==> src/rtl/pbus_pkg.sv <==
package pbus_pkg;
    localparam int SHORT_W = 4;
    localparam int LONG_W  = 8;

    typedef enum logic [3:0] {
        ST_IDLE, ST_SETUP, ST_ADDR, ST_MUXA, ST_WPULSE,
        ST_RPULSE, ST_RWAIT, ST_RDATA, ST_HOLD, ST_DONE
    } pbus_state_e;

    typedef struct packed {
        logic [SHORT_W-1:0] ce_w;
        logic [SHORT_W-1:0] adv_w;
        logic [SHORT_W-1:0] mux_w;
        logic [SHORT_W-1:0] we_w;
        logic [SHORT_W-1:0] hold_w;
        logic [LONG_W-1:0]  oe_w;
        logic [LONG_W-1:0]  wait_w;
        logic               mux_en;
        logic               wide;
        logic               rdy_early;
        logic               cs_hi;
        logic               adv_hi;
        logic               strb_hi;
        logic               rdy_hi;
    } pbus_cfg_t;

    localparam pbus_cfg_t CFG_RESET = '{
        ce_w: 4'd4, adv_w: 4'd1, mux_w: 4'd1, we_w: 4'd1, hold_w: 4'd1,
        oe_w: 8'd1, wait_w: 8'd3,
        mux_en: 1'b0, wide: 1'b0, rdy_early: 1'b0,
        cs_hi: 1'b0, adv_hi: 1'b0, strb_hi: 1'b0, rdy_hi: 1'b0
    };
endpackage

==> src/rtl/pbus_cfg.sv <==
module pbus_cfg
    import pbus_pkg::*;
(
    input  logic      clk,
    input  logic      rst_n,
    input  logic      wr,
    input  pbus_cfg_t wr_cfg,
    input  logic      busy,
    output pbus_cfg_t act
);
    pbus_cfg_t pend;

    always_ff @(posedge clk) begin
        if (!rst_n) begin
            pend <= CFG_RESET;
            act  <= CFG_RESET;
        end else begin
            if (wr) pend <= wr_cfg;
            if (!busy) act <= pend;
        end
    end

    // the configuration in use is frozen for the whole access
    p_cfg_frozen_r14: assert property (@(posedge clk) disable iff (!rst_n)
        busy |=> $stable(act));
endmodule

==> src/rtl/pbus_fsm.sv <==
module pbus_fsm
    import pbus_pkg::*;
#(
    parameter int ADDR_W = 28,
    parameter int DATA_W = 32
) (
    input  logic               clk,
    input  logic               rst_n,
    input  logic [SHORT_W-1:0] ce_w,
    input  logic [SHORT_W-1:0] adv_w,
    input  logic [SHORT_W-1:0] mux_w,
    input  logic [SHORT_W-1:0] we_w,
    input  logic [SHORT_W-1:0] hold_w,
    input  logic [LONG_W-1:0]  oe_w,
    input  logic [LONG_W-1:0]  wait_w,
    input  logic               mux_en,
    input  logic               wide,
    input  logic               rdy_early,
    input  logic               req_valid,
    input  logic               req_write,
    input  logic [ADDR_W-1:0]  req_addr,
    input  logic [DATA_W-1:0]  req_wdata,
    input  logic               rdy_act,
    input  logic [DATA_W-1:0]  dq_in,
    output logic               busy,
    output logic               done,
    output logic [DATA_W-1:0]  rdata,
    output logic [ADDR_W-1:0]  lat_addr,
    output logic [DATA_W-1:0]  lat_wdata,
    output logic               cs_l,
    output logic               adv_l,
    output logic               we_l,
    output logic               oe_l,
    output logic               drive_addr,
    output logic               drive_data
);
    localparam int LANE_W = DATA_W / 2;

    pbus_state_e       st, st_nx;
    logic [LONG_W-1:0] cnt, lim;
    logic              phase_end, wr_q, cap;

    // phase limit for the current state (length = limit + 1)
    always_comb begin
        unique case (st)
            ST_SETUP:  lim = LONG_W'(ce_w);
            ST_ADDR:   lim = LONG_W'(adv_w);
            ST_MUXA:   lim = LONG_W'(mux_w);
            ST_WPULSE: lim = LONG_W'(we_w);
            ST_RPULSE: lim = oe_w;
            ST_RWAIT:  lim = wait_w;
            ST_HOLD:   lim = LONG_W'(hold_w);
            default:   lim = '0;
        endcase
    end

    assign phase_end = (cnt == lim);

    always_comb begin
        st_nx = st;
        cap   = 1'b0;
        unique case (st)
            ST_IDLE:   if (req_valid) st_nx = ST_SETUP;
            ST_SETUP:  if (phase_end) st_nx = ST_ADDR;
            ST_ADDR:   if (phase_end) st_nx = mux_en ? ST_MUXA
                                              : (wr_q ? ST_WPULSE : ST_RPULSE);
            ST_MUXA:   if (phase_end) st_nx = wr_q ? ST_WPULSE : ST_RPULSE;
            ST_WPULSE: if (phase_end) st_nx = ST_HOLD;
            ST_RPULSE: if (phase_end) st_nx = ST_RWAIT;
            ST_RWAIT: begin
                if (rdy_act && rdy_early) begin
                    st_nx = ST_RDATA;
                end else if (rdy_act || phase_end) begin
                    st_nx = ST_HOLD;
                    cap   = 1'b1;
                end
            end
            ST_RDATA: begin
                st_nx = ST_HOLD;
                cap   = 1'b1;
            end
            ST_HOLD:   if (phase_end) st_nx = ST_DONE;
            ST_DONE:   st_nx = ST_IDLE;
            default:   st_nx = ST_IDLE;
        endcase
    end

    // state register and phase counter
    always_ff @(posedge clk) begin
        if (!rst_n) begin
            st  <= ST_IDLE;
            cnt <= '0;
        end else begin
            st  <= st_nx;
            cnt <= (st_nx != st || st == ST_IDLE) ? '0 : cnt + 1'b1;
        end
    end

    // request latches and read capture
    always_ff @(posedge clk) begin
        if (!rst_n) begin
            wr_q      <= 1'b0;
            lat_addr  <= '0;
            lat_wdata <= '0;
            rdata     <= '0;
        end else begin
            if (st == ST_IDLE && req_valid) begin
                wr_q      <= req_write;
                lat_addr  <= req_addr;
                lat_wdata <= req_wdata;
            end
            if (cap) rdata <= wide ? dq_in : {{LANE_W{1'b0}}, dq_in[LANE_W-1:0]};
        end
    end

    // logical (active-high) outputs per state
    always_comb begin
        cs_l       = 1'b0;
        adv_l      = 1'b0;
        we_l       = 1'b0;
        oe_l       = 1'b0;
        drive_addr = 1'b0;
        drive_data = 1'b0;
        busy       = 1'b1;
        done       = 1'b0;
        unique case (st)
            ST_IDLE:   busy = 1'b0;
            ST_SETUP:  ;
            ST_ADDR: begin
                cs_l = 1'b1; adv_l = 1'b1; drive_addr = mux_en;
            end
            ST_MUXA: begin
                cs_l = 1'b1; drive_addr = 1'b1;
            end
            ST_WPULSE: begin
                cs_l = 1'b1; we_l = 1'b1; drive_data = 1'b1;
            end
            ST_RPULSE, ST_RWAIT, ST_RDATA: begin
                cs_l = 1'b1; oe_l = 1'b1;
            end
            ST_HOLD: begin
                cs_l = 1'b1; drive_data = wr_q;
            end
            ST_DONE:   done = 1'b1;
            default:   busy = 1'b0;
        endcase
    end

    // a done pulse is followed by an idle port
    p_done_then_idle_r13: assert property (@(posedge clk) disable iff (!rst_n)
        done |=> (!busy && !done));
    // address held for the whole access
    p_addr_latched_r13: assert property (@(posedge clk) disable iff (!rst_n)
        (busy && $past(busy)) |-> $stable(lat_addr));
    // chip select still active when a strobe is released
    p_hold_after_strobe_r10: assert property (@(posedge clk) disable iff (!rst_n)
        $fell(we_l || oe_l) |-> cs_l);
    // phase counter never passes its limit
    p_cnt_bound_r2: assert property (@(posedge clk) disable iff (!rst_n)
        busy |-> (cnt <= lim));
    // read data only changes after a wait or data cycle
    p_rdata_capture_r7: assert property (@(posedge clk) disable iff (!rst_n)
        !$stable(rdata) |-> ($past(st) == ST_RWAIT || $past(st) == ST_RDATA));
endmodule

==> src/rtl/pbus_pins.sv <==
module pbus_pins #(
    parameter int ADDR_W = 28,
    parameter int DATA_W = 32
) (
    input  logic              cs_l,
    input  logic              adv_l,
    input  logic              we_l,
    input  logic              oe_l,
    input  logic              drive_addr,
    input  logic              drive_data,
    input  logic [ADDR_W-1:0] lat_addr,
    input  logic [DATA_W-1:0] lat_wdata,
    input  logic              wide,
    input  logic              cs_hi,
    input  logic              adv_hi,
    input  logic              strb_hi,
    input  logic              rdy_hi,
    input  logic              bus_rdy,
    output logic              rdy_act,
    output logic              bus_cs,
    output logic              bus_adv,
    output logic              bus_we,
    output logic              bus_oe,
    output logic [DATA_W-1:0] bus_dq_out,
    output logic [1:0]        bus_dq_oe
);
    localparam int LANE_W = DATA_W / 2;
    localparam int N_LINE = 4;

    logic [N_LINE-1:0] act_v, hi_v, pin_v;
    logic [DATA_W-1:0] val;
    logic              drive;

    assign act_v = {oe_l, we_l, adv_l, cs_l};
    assign hi_v  = {strb_hi, strb_hi, adv_hi, cs_hi};

    for (genvar i = 0; i < N_LINE; i++) begin : g_pol
        assign pin_v[i] = hi_v[i] ? act_v[i] : ~act_v[i];
    end

    assign bus_cs  = pin_v[0];
    assign bus_adv = pin_v[1];
    assign bus_we  = pin_v[2];
    assign bus_oe  = pin_v[3];
    assign rdy_act = rdy_hi ? bus_rdy : ~bus_rdy;

    assign drive      = drive_addr | drive_data;
    assign val        = drive_addr ? DATA_W'(lat_addr) : lat_wdata;
    assign bus_dq_out = wide ? val : {{LANE_W{1'b0}}, val[LANE_W-1:0]};
    assign bus_dq_oe  = {drive & wide, drive};
endmodule

==> src/rtl/pbus_master.sv <==
module pbus_master
    import pbus_pkg::*;
#(
    parameter int ADDR_W = 28,
    parameter int DATA_W = 32
) (
    input  logic              clk,
    input  logic              rst_n,
    input  logic              cfg_wr,
    input  logic [3:0]        cfg_ce_w,
    input  logic [3:0]        cfg_adv_w,
    input  logic [3:0]        cfg_mux_w,
    input  logic [3:0]        cfg_we_w,
    input  logic [3:0]        cfg_hold_w,
    input  logic [7:0]        cfg_oe_w,
    input  logic [7:0]        cfg_wait_w,
    input  logic              cfg_mux_en,
    input  logic              cfg_wide,
    input  logic              cfg_rdy_early,
    input  logic              cfg_cs_hi,
    input  logic              cfg_adv_hi,
    input  logic              cfg_strb_hi,
    input  logic              cfg_rdy_hi,
    input  logic              req_valid,
    input  logic              req_write,
    input  logic [ADDR_W-1:0] req_addr,
    input  logic [DATA_W-1:0] req_wdata,
    output logic              req_busy,
    output logic              req_done,
    output logic [DATA_W-1:0] req_rdata,
    output logic              bus_cs,
    output logic              bus_adv,
    output logic              bus_we,
    output logic              bus_oe,
    output logic [ADDR_W-1:0] bus_addr,
    output logic [DATA_W-1:0] bus_dq_out,
    output logic [1:0]        bus_dq_oe,
    input  logic [DATA_W-1:0] bus_dq_in,
    input  logic              bus_rdy
);
    pbus_cfg_t         wr_cfg, act;
    logic              rdy_act, cs_l, adv_l, we_l, oe_l, drive_addr, drive_data;
    logic [DATA_W-1:0] lat_wdata;

    assign wr_cfg = '{
        ce_w: cfg_ce_w, adv_w: cfg_adv_w, mux_w: cfg_mux_w, we_w: cfg_we_w,
        hold_w: cfg_hold_w, oe_w: cfg_oe_w, wait_w: cfg_wait_w,
        mux_en: cfg_mux_en, wide: cfg_wide, rdy_early: cfg_rdy_early,
        cs_hi: cfg_cs_hi, adv_hi: cfg_adv_hi, strb_hi: cfg_strb_hi,
        rdy_hi: cfg_rdy_hi
    };

    pbus_cfg u_cfg (
        .clk    (clk),
        .rst_n  (rst_n),
        .wr     (cfg_wr),
        .wr_cfg (wr_cfg),
        .busy   (req_busy),
        .act    (act)
    );

    pbus_fsm #(.ADDR_W(ADDR_W), .DATA_W(DATA_W)) u_fsm (
        .clk        (clk),
        .rst_n      (rst_n),
        .ce_w       (act.ce_w),
        .adv_w      (act.adv_w),
        .mux_w      (act.mux_w),
        .we_w       (act.we_w),
        .hold_w     (act.hold_w),
        .oe_w       (act.oe_w),
        .wait_w     (act.wait_w),
        .mux_en     (act.mux_en),
        .wide       (act.wide),
        .rdy_early  (act.rdy_early),
        .req_valid  (req_valid),
        .req_write  (req_write),
        .req_addr   (req_addr),
        .req_wdata  (req_wdata),
        .rdy_act    (rdy_act),
        .dq_in      (bus_dq_in),
        .busy       (req_busy),
        .done       (req_done),
        .rdata      (req_rdata),
        .lat_addr   (bus_addr),
        .lat_wdata  (lat_wdata),
        .cs_l       (cs_l),
        .adv_l      (adv_l),
        .we_l       (we_l),
        .oe_l       (oe_l),
        .drive_addr (drive_addr),
        .drive_data (drive_data)
    );

    pbus_pins #(.ADDR_W(ADDR_W), .DATA_W(DATA_W)) u_pins (
        .cs_l       (cs_l),
        .adv_l      (adv_l),
        .we_l       (we_l),
        .oe_l       (oe_l),
        .drive_addr (drive_addr),
        .drive_data (drive_data),
        .lat_addr   (bus_addr),
        .lat_wdata  (lat_wdata),
        .wide       (act.wide),
        .cs_hi      (act.cs_hi),
        .adv_hi     (act.adv_hi),
        .strb_hi    (act.strb_hi),
        .rdy_hi     (act.rdy_hi),
        .bus_rdy    (bus_rdy),
        .rdy_act    (rdy_act),
        .bus_cs     (bus_cs),
        .bus_adv    (bus_adv),
        .bus_we     (bus_we),
        .bus_oe     (bus_oe),
        .bus_dq_out (bus_dq_out),
        .bus_dq_oe  (bus_dq_oe)
    );
endmodule

==> config.mk <==
export PLATFORM = sky130hd
export DESIGN_NAME = pbus_master
export DESIGN_NICKNAME = d
export VERILOG_FILES = /design/src/rtl/pbus_pkg.sv /design/src/rtl/pbus_cfg.sv /design/src/rtl/pbus_fsm.sv /design/src/rtl/pbus_pins.sv /design/src/rtl/pbus_master.sv
export SDC_FILE = /design/constraint.sdc
export NUM_CORES = 1
export LEC_CHECK = 0
export ABC_AREA = 1
export BUFFER_PORTS_ARGS = -buffer_cell sky130_fd_sc_hd__buf_4
export CORE_UTILIZATION = 51
export DETAILED_ROUTE_END_ITERATION = 8
export PLACE_DENSITY_LB_ADDON = 0.2
export SYNTH_ARGS = -nofsm -noshare
export SYNTH_HDL_FRONTEND = slang
export SYNTH_SLANG_ARGS = --single-unit
==> constraint.sdc <==
create_clock -name clk -period 2.5 [get_ports clk]
set_input_delay 0.125 -clock clk [delete_from_list [all_inputs] [get_ports clk]]
set_output_delay 0.125 -clock clk [all_outputs]
set_load 0.01 [all_outputs]
## After elaboration in Yosys (flattened, before gate mapping)

Cells that the tools add are included.
W data, S select, Z words.

| storage, ports and cells | value |
|---|---|
| input port bits | 141 |
| output and inout bits | 100 |
| register bits | 191 |
| logic and storage cells | 95 |

| cells by class | value |
|---|---|
| multiplexer cells | 32 |
| add/subtract/negate cells | 1 |
| eq/ne operators | 11 |
| bitwise logic cells | 8 |
| reduce and logical (&&, ||, !) cells | 9 |

Operators by type and width:

| cell | number |
|---|---|
| $mux W32 | 3 |
| $pmux W8 S7 | 1 |
| $mux W4 | 9 |
| $pmux W4 S9 | 1 |
| $eq A4 B3 Y1 const B | 4 |
| $mux W1 | 14 |
| $reduce_or A9 Y1 | 1 |
| $add A8 B1 Y8 const B | 1 |
| $eq A4 B2 Y1 const B | 2 |
| $eq A4 B4 Y1 const B | 2 |
| $eq A8 B8 Y1 | 1 |
| $reduce_or A7 Y1 | 1 |
| $not A1 Y1 | 6 |
| $pmux W1 S2 | 3 |
| $eq A4 B1 Y1 const B | 1 |
| $logic_not A4 Y1 | 1 |
| $ne A4 B4 Y1 | 1 |
| $mux W3 | 1 |
| $reduce_or A3 Y1 | 1 |
| $logic_and A1 B1 Y1 | 2 |
| $logic_or A1 B1 Y1 | 2 |
| $reduce_or A2 Y1 | 1 |
| $and A1 B1 Y1 | 1 |
| $or A1 B1 Y1 | 1 |

## Logic depth before layout (Yosys ltp)

Gate-level depths: netlist of run 1.

| depth | value |
|---|---|
| depth in word-level cells | 10 |
| gate-level depth with buffers | 21 |

## Hierarchy

A second synthesis of run 1 with hierarchy kept.

| unflattened totals | value |
|---|---|
| cell total of the unflattened synthesis | 1,285 |
| area total of the unflattened synthesis | 8,863.5 um2 |

Modules (own cells, without submodules):

| module | area each (um2) | sequential area each (um2) | cells each | times used |
|---|---|---|---|---|
| pbus_fsm | 4,645.7 | 2,102.0 | 638 | 1 |
| pbus_cfg | 3,642.2 | 1,721.7 | 514 | 1 |
| pbus_pins | 575.6 | 0.0 | 133 | 1 |

## Worst setup path before layout of run 1

No wires, ideal clock.

| timing | value |
|---|---|
| path type | flip-flop to flip-flop |
| start point | reg u_fsm.st[2] |
| end point | reg u_fsm.cnt[0] |
| path slack | 385 ps |
| arrival time | 2,053 ps |
| cell stages (with the launch flop) | 19 |
| clock period less this slack | 2,115 ps |
| buffers on the path | 2 |
| library setup time | 63 ps |
| cell sequence | dfxtp_1 buf_6 inv_4 nor2_4 buf_6 nand3_4 nand2_2 nand2_1 nand2_1 nand3_2 nor2_2 nand3_4 nand3_1 nand2_1 nand2_2 nand4_1 a21oi_2 nand2_4 nor2_2 |

| on the way | value |
|---|---|
| longest elaborated chain between the ends | 10 |
| elaborated cells between the ends (all ways) | 25 |

Ends and longest elaborated chain:

| item | line | RTL |
|---|---|---|
| start: declaration | pbus_fsm.sv:39 | `pbus_state_e st, st_nx;` |
| start signal: assignment | pbus_fsm.sv:94 | `st <= st_nx;` |
| $eq A4 B4 Y1, or another cell as far along | pbus_fsm.sv:45, pbus_fsm.sv:62 |  |
| $pmux W8 S7 | pbus_fsm.sv:45 | `unique case (st)` |
| $eq A8 B8 Y1 | pbus_fsm.sv:57 | `assign phase_end = (cnt == lim);` |
| $logic_or A1 B1 Y1 | pbus_fsm.sv:73 | `end else if (rdy_act \|\| phase_end) begin` |
| $mux W4 | pbus_fsm.sv:73 |  |
| $mux W4 | pbus_fsm.sv:71 | `if (rdy_act && rdy_early) begin` |
| $pmux W4 S9 | pbus_fsm.sv:62 | `unique case (st)` |
| $ne A4 B4 Y1 | pbus_fsm.sv:95 | `cnt <= (st_nx != st \|\| st == ST_IDLE) ? '0 : cnt + 1'b1;` |
| $logic_or A1 B1 Y1 * | pbus_fsm.sv:95 |  |
| $reduce_or A2 Y1 (no source line) * | - |  |
| end signal: assignment | pbus_fsm.sv:95 |  |
| end: declaration | pbus_fsm.sv:40 | `logic [LONG_W-1:0] cnt, lim;` |

Every way passes the cells marked *; elsewhere a longest branch is shown, timed or not.
A chain may end at the register's enable or synchronous reset.

## Worst setup path in the final report of run 1

| timing | value |
|---|---|
| start point | reg u_fsm.st[0] |
| end point | reg u_fsm.cnt[0] |

Same word-level chain as after synthesis.

==> summary.md, run 1 <==
| Metric | Value |
|---|---|
| Status | `finished, violations left` |
| Failing checks | `setup timing` |
| Port buffer count | `240` |
| DR pass1 iterations | `5` |
| Max frequency | `397.5 MHz` |
| Register area share after synthesis | `48.22%` |
| Hold path depth | `3` |
| Synth-to-layout area growth | `56.13%` |
| Fill count | `919` |
| Yosys top cell area share | `48.22%` |
| Cell Int Power | `0.007728 W` |
| Number of synthesized register bits | `191` |
| Die ar. | `0.01605 sq mm` |
| Clock power share | `22.0%` |
| Startpoint Class | `register` |
| Worst-Skew Late Latency | `0.43 ns` |
| Grt total ovfl | `0` |
| TritonCTS clock tree | `yes` |
| Die X | `126.7 um` |
| Slowest-stage cell, CP | `dfxtp_4` |
| Worst slew pin tran | `0.7379 ns` |
| Worst endpoint required time | `2.87 ns` |
| Main synth FF type | `dfxtp_1` |
| Peak VDD IR | `0.0006983 V` |
| Die H | `126.7 um` |
| GRT Total Usage | `32.00%` |
| Critical-path maximum fanout | `8` |
| Gate Count Post-Synth | `1104` |
| Synth warn | `0` |
| Number of flops mapped to enable cells by yosys | `0` |
| CTS Buf Count | `17` |
| N_diodes | `0` |
| Hold Path Class | `input pin to register` |
| Async SR Flop Fraction | `0%` |
| Pwr dens | `1050 mW/mm^2` |
| Initial antenna violation count | `0` |
| Post-route minimum period | `2.516 ns` |
| P_leak | `5.636 nW` |
| Post-Syn Area per Cell | `7.182 sq um` |
| Final hold vios | `0` |
| Seq pwr share | `32.0%` |
| Comb power frac | `46.0%` |
| Final setup margin | `-0.01553 ns` |
| Setup_tns | `-0.02781 ns` |
| Via density | `5.331` |
| DRC | `0` |
| Largest net degree at the start of global routing | `91` |
| Net count, final | `1606` |
| Clock Path Buffers | `2` |
| Area contributors post-synth | `dfxtp_1 (48%), o21ai_0 (10%), nor2_1 (9.7%)` |
| Max Cap Viol | `0` |
| First-pass GRT wire length | `40950 um` |
| Final Slew Violations | `0` |
| Max-slew headroom | `50.81%` |
| Avg WL per Cell | `16.04 um` |
| WS Path Type | `register to register` |
| CTS clk-pin slew, worst paths | `0.07 ns` |
| Syn Std Cell Area | `0.007929 sq mm` |
| H-tree levels | `4` |
| Initial DRC Count | `618` |
| Clock root cell | `clkbuf_16` |
| Crit end category | `register` |
| Rows | `45` |
| I/O pin cnt | `241` |
| CORE AREA | `0.01520 sq mm` |
| Via count | `8876` |
| Worst Reg2Reg Path Length in Cells | `15` |
| Cell taking the most area after synthesis | `dfxtp_1` |
| Gp weighted congestion | `0.9060` |
| Worst Skew | `0.01047 ns` |
| Via count of the first global-routing pass | `8335` |
| Post-route ant nets | `0` |
| Critical path arrival | `2.88 ns` |
| Final WL | `26700 um` |
| Net Switching | `0.005265 W` |
| Share of layout cells above drive strength 1 | `27.96%` |
| Cell variety after synth | `30` |
| Final HPWL DP | `14800 um` |
| Slowest stage delay, CP | `0.42 ns` |
| Final period util | `100.6%` |
| Clock sinks | `191` |
| Worst path cell trace | `nand2_1, buf_4, nor3_1, nor2_1, nand3_1, nand2_2, nor2_4, nand3_4, nand3_2, nand2_2, nand2_4, nand4_1, a21oi_2, nand2_4, nor2_4` |
| Post-Syn Nets | `1246` |
| RSZ-0062 raised after global routing | `true` |
| Layout Utilization | `81.43%` |
| Sw Share | `40.52%` |
| Setup violations, final | `4` |
| Starting density of the core | `52.16%` |
[final cells by class]
cell class	instances	area (sq um)	area share, %
multi-input cells	771	3842	31.04
flip-flops and latches	191	3839	31.01
repair buffers	410	3557	28.73
clock buffers	19	442.9	3.578
inverters	73	289.0	2.335
well taps	188	235.2	1.900
clock inverters	13	173.9	1.405
[path summary, 6_finish.rpt]
kind                                           from                   to  slack [ns]
worst max-delay path                    u_fsm.st[0]         u_fsm.cnt[0]       -0.02
worst min-delay path                  req_wdata[27]  u_fsm.lat_wdata[27]       0.009
worst max register to register          u_fsm.st[0]         u_fsm.cnt[0]       -0.02
worst min register to register  u_fsm.lat_wdata[28]  u_fsm.lat_wdata[28]        0.45
[synthesized netlist by cell type (all sizes together), types with 3 or more instances]
cell type and number:
nor2 222, dfxtp 191, nand2 190, o21ai 163, a21oi 101, inv 72
nand3 69, clkbuf 59, buf 13, xor2 10, a31oi 3, nand4 3
nor3 3
[sequential cells by signal, indices dropped and copies added (netlist names)]
register         flops
u_fsm.lat_wdata     32
u_cfg.pend          43
u_cfg.act           43
u_fsm.wr_q           1
u_fsm.st             4
u_fsm.lat_addr      28
u_fsm.cnt            8
u_fsm.rdata         32
[placed cells by master (no fill, tap or decap), types with 2 or more instances in the layout]
cell,count
nor2_1,193
nor2_4,13
nand2_2,28
buf_4,261
a31oi_1,3
dfxtp_4,4
inv_1,63
a21oi_4,2
dlygate4sd3_1,135
inv_4,4
a21oi_2,4
buf_12,5
bufinv_16,3
nor3_1,3
nand3_2,20
a21oi_1,97
nand4_1,3
clkbuf_16,20
nand2_1,158
nor2_2,17
nand3_4,5
inv_6,6
nand2_4,4
inv_2,4
buf_6,5
xor2_1,10
o21ai_0,163
clkinvlp_4,2
nand3_1,44
dfxtp_1,187
[layer usage]
| metal | wire length (um) | track usage (%) | up-vias |
|---|---|---|---|
| li1 | - | - | 4280 |
| met1 | 10740 | 37.53 | 4158 |
| met2 | 13350 | 56.29 | 348 |
| met3 | 1472 | 5.525 | 90 |
| met4 | 1141 | 16.46 | 0 |
| met5 | 0 | 0 | - |
[power by group through the flow]
stage	clock, W	combinational [W]	sequential (W)
floorplan	0	0.00309	0.00411
global placement	0	0.00475	0.00415
detailed placement	0	0.00480	0.00416
CTS	0.00288	0.00504	0.00411
global route	0.00299	0.00653	0.00422
finish	0.00286	0.00597	0.00416
[per-stage QoR]
step	std cells	setup WS (ns)	hold slack, ns	total power [W]	instance area [sq um]
after global placement	1484	0.02940	0.3358	0.008896	9905
after CTS	1652	0.008152	0.0003118	0.01203	11890
after global routing	1665	-0.1950	0.003110	0.01374	12380
after floorplan	1104	0.3845	0.2513	0.007192	7929
final	1665	-0.01553	0.009176	0.01299	12380
after detailed placement	1484	0.03514	0.3407	0.008961	9905
[timing repair]
item / in CTS / in global routing
pin swaps: 2 / 49
buffers inserted: 0 / 7
hold endpoints to repair: 135 / 0
hold buffers: 135 / 0
gates cloned: 1 / 6
gates resized for setup: 3 / 92
endpoints found under the setup margin: 35 / 73
[cell families (layout without fill, tap and decap cells)]
kind of cell	Yosys count	in the layout	synth area share [%]
DFF	191	191	48.22
adders and majority gates	1	1	0.1578
buffers and inverters	145	515	7.385
xor gates and xnor gates	11	11	1.215
AOI/OAI and AO/OA	268	270	17.04
and+or+nand+nor	488	489	25.97
[critical path: cells and delay by family, from the launching register on]
family / cells / cell delay (ns)
simple gates: 13 / 1.65
flops: 1 / 0.42
compound gates: 1 / 0.20
buf+inv: 1 / 0.16
Note: power is estimated with default switching activity, not from simulation.
==> run 2, diff against run 1 <==
CORE_UTILIZATION = 55   (was 51)
clock period = 3.2 ns   (was 2.5 ns; I/O delays follow)
==> run 2 against run 1 <==
  * Sequential power down 23%
  * Register-to-register slack better by 0.37 ns
  * Clock-buffer cell count up 1
  * Largest cell class is now flip-flops and latches
  * Clock skew up 0.0028 ns
  * Non-clock buffer count down 53
  * Critical path type is now register to output pin
  * Highest routed layer unchanged
  * The flow now finishes without violations
  * Clock power down 24%
==> summary.md, run 2 (synthesis gave the netlist of run 1 again) <==
| Metric | Value |
|---|---|
| Starting density of the core | `56.68% (was 52.16%)` |
| Fin area | `0.01141 sq mm (was 0.01238 sq mm)` |
| First-pass GRT wire length | `39080 um (was 40950 um)` |
| RSZ-0062 raised after global routing | `false (was true)` |
| Final hold vios | `0 (unchanged)` |
| Clock sinks | `191 (unchanged)` |
| Synth-to-layout area growth | `43.93% (was 56.13%)` |
| WS Path Type | `register to output pin (was register to register)` |
| Setup_tns | `0 ns (was -0.02781 ns)` |
| Worst endpoint required time | `3.04 ns (was 2.87 ns)` |
| Crit end category | `output pin (was register)` |
| I/O pin cnt | `241 (unchanged)` |
| Worst Skew | `0.01332 ns (was 0.01047 ns)` |
| Clock Path Buffers | `2 (unchanged)` |
| Status | `finished clean (was finished, violations left)` |
| CTS Hold Buffers Added | `104 (was 135)` |
| Startpoint Class | `register (unchanged)` |
| Commonest cells after routing, fill and taps aside | `buf_4 (252), nor2_1 (204), dfxtp_1 (191), nand2_1 (184), o21ai_0 (163) (was buf_4 (261), nor2_1 (193), dfxtp_1 (187), o21ai_0 (163), nand2_1 (158))` |
| Via count | `8592 (was 8876)` |
| GRT Total Usage | `33.48% (was 32.00%)` |
| CTS Buf Count | `17 (unchanged)` |
| N_diodes | `0 (unchanged)` |
| CTS resizes | `0 (was 3)` |
| Initial antenna violation count | `0 (unchanged)` |
| Final WL | `25190 um (was 26700 um)` |
| Post-route ant nets | `0 (unchanged)` |
| Setup Fix Bufs, Post-CTS | `0 (unchanged)` |
| Max-slew headroom | `53.28% (was 50.81%)` |
| Grt total ovfl | `0 (unchanged)` |
| Critical-path maximum fanout | `32 (was 8)` |
| Die H | `122.1 um (was 126.7 um)` |
| Net count, final | `1550 (was 1606)` |
| Setup violations, final | `0 (was 4)` |
| Share of layout cells above drive strength 1 | `22.82% (was 27.96%)` |
| Peak VDD IR | `0.0006550 V (was 0.0006983 V)` |
| Tot Pwr | `0.009207 W (was 0.01299 W)` |
| Largest net degree at the start of global routing | `63 (was 91)` |
| Via count of the first global-routing pass | `8385 (was 8335)` |
| Avg WL per Cell | `15.75 um (was 16.04 um)` |
| Initial DRC Count | `687 (was 618)` |
| Via density | `5.370 (was 5.331)` |
| DRC | `0 (unchanged)` |
| CTS clk-pin slew, worst paths | `0.07 ns (about the same)` |
| Pwr dens | `806.7 mW/mm^2 (was 1050 mW/mm^2)` |
| TritonCTS clock tree | `yes (unchanged)` |
| Post-route minimum period | `2.940 ns` |
| Cell Area, Placed | `0.009774 sq mm (was 0.009905 sq mm)` |
| Final Slew Violations | `0 (unchanged)` |
| H-tree levels | `4 (unchanged)` |
| DR pass1 iterations | `7 (was 5)` |
| Critical path arrival | `2.78 ns (was 2.88 ns)` |
| Final period util | `91.86%` |
| P_leak | `5.278 nW (was 5.636 nW)` |
| Max Cap Viol | `0 (unchanged)` |
| Top Registers | `u_cfg.act (43), u_cfg.pend (43) (unchanged)` |
| Worst slew pin tran | `0.6992 ns (was 0.7379 ns)` |
| Hold Path Class | `input pin to register (unchanged)` |
| CORE AREA | `0.01399 sq mm (was 0.01520 sq mm)` |
| Gp weighted congestion | `0.9120 (was 0.9060)` |
| Worst-Skew Late Latency | `0.44 ns (was 0.43 ns)` |
| Clock root cell | `clkbuf_16 (unchanged)` |
| Rows | `43 (was 45)` |
| Max frequency | `340.2 MHz` |
| Final HPWL DP | `14600 um (was 14800 um)` |
| Port buffer count | `240 (unchanged)` |
| Die X | `122.1 um (was 126.7 um)` |
| Die ar. | `0.01490 sq mm (was 0.01605 sq mm)` |
| Commonest non-fill, non-tap cell in the layout | `buf_4 (unchanged)` |
==> run 2: cell types whose count changed in the layout (fill, tap and decap cells not counted), sizes merged <==
cell,previous run,this run
clkbuf,22,20
clkinv,3,8
a21oi,103,101
dlygate4sd3,135,104
buf,272,253
nor2,223,222
inv,78,72
clkinvlp,2,1
==> run 2: final timing paths <==
check / endpoint / startpoint / cells past startpoint / slack (ns)
worst max-delay path: bus_dq_out[21] / u_fsm.st[2] / 8 / 0.26
worst min-delay path: u_fsm.lat_wdata[23] / req_wdata[23] / 3 / 0.01
worst min register to register: u_fsm.lat_wdata[23] / u_fsm.lat_wdata[23] / 2 / 0.46
worst max register to register: u_fsm.rdata[4] / u_fsm.st[2] / 15 / 0.35
==> run 2: area by class of cell <==
cell class                 instances  area (sq um)
clock buffer                      20         456.7
clock inverter                    11         140.1
fill                             940          2576
inverter                          73         276.5
multi-input combinational        768          3537
sequential                       191          3824
tap                              180         225.2
timing repair buffer             357          2953
==> run 2: worst max-delay path, cell delays in order (launching register included) <==
cell,delay (ns)
dfxtp_1,0.53
nor2_2,0.20
nand2_1,0.21
inv_1,0.12
a21oi_4,0.58
buf_12,0.26
o21ai_0,0.09
a21oi_1,0.19
buf_4,0.16
==> run 2: stage by stage <==
step	utilization, %	setup slack (ns)	hold WS [ns]	instances
final	81.58	0.2605	0.01271	1600
after global routing	81.58	0.05705	0.01436	1600
after CTS	81.58	0.3036	0.002464	1600
after detailed placement	69.87	0.5169	0.3734	1465
after global placement	69.87	0.5878	0.3705	1465
after floorplan	-	1.085	0.2863	1104
==> run 2: power breakdown <==
group | switching [W] | leakage [nW] | internal, W
clock network | 0.000898 | 0.295 | 0.00126
registers | 0.000312 | 1.57 | 0.00290
logic | 0.00245 | 3.41 | 0.00138
total | 0.00366 | 5.28 | 0.00554
==> run 2: per-layer routing <==
layer	GRT usage, %	wire length [um]	up-vias
met5	0	0	-
met4	19.51	1202	0
met3	7.303	1558	105
met2	58.86	12600	385
met1	37.01	9833	3940
li1	-	-	4162
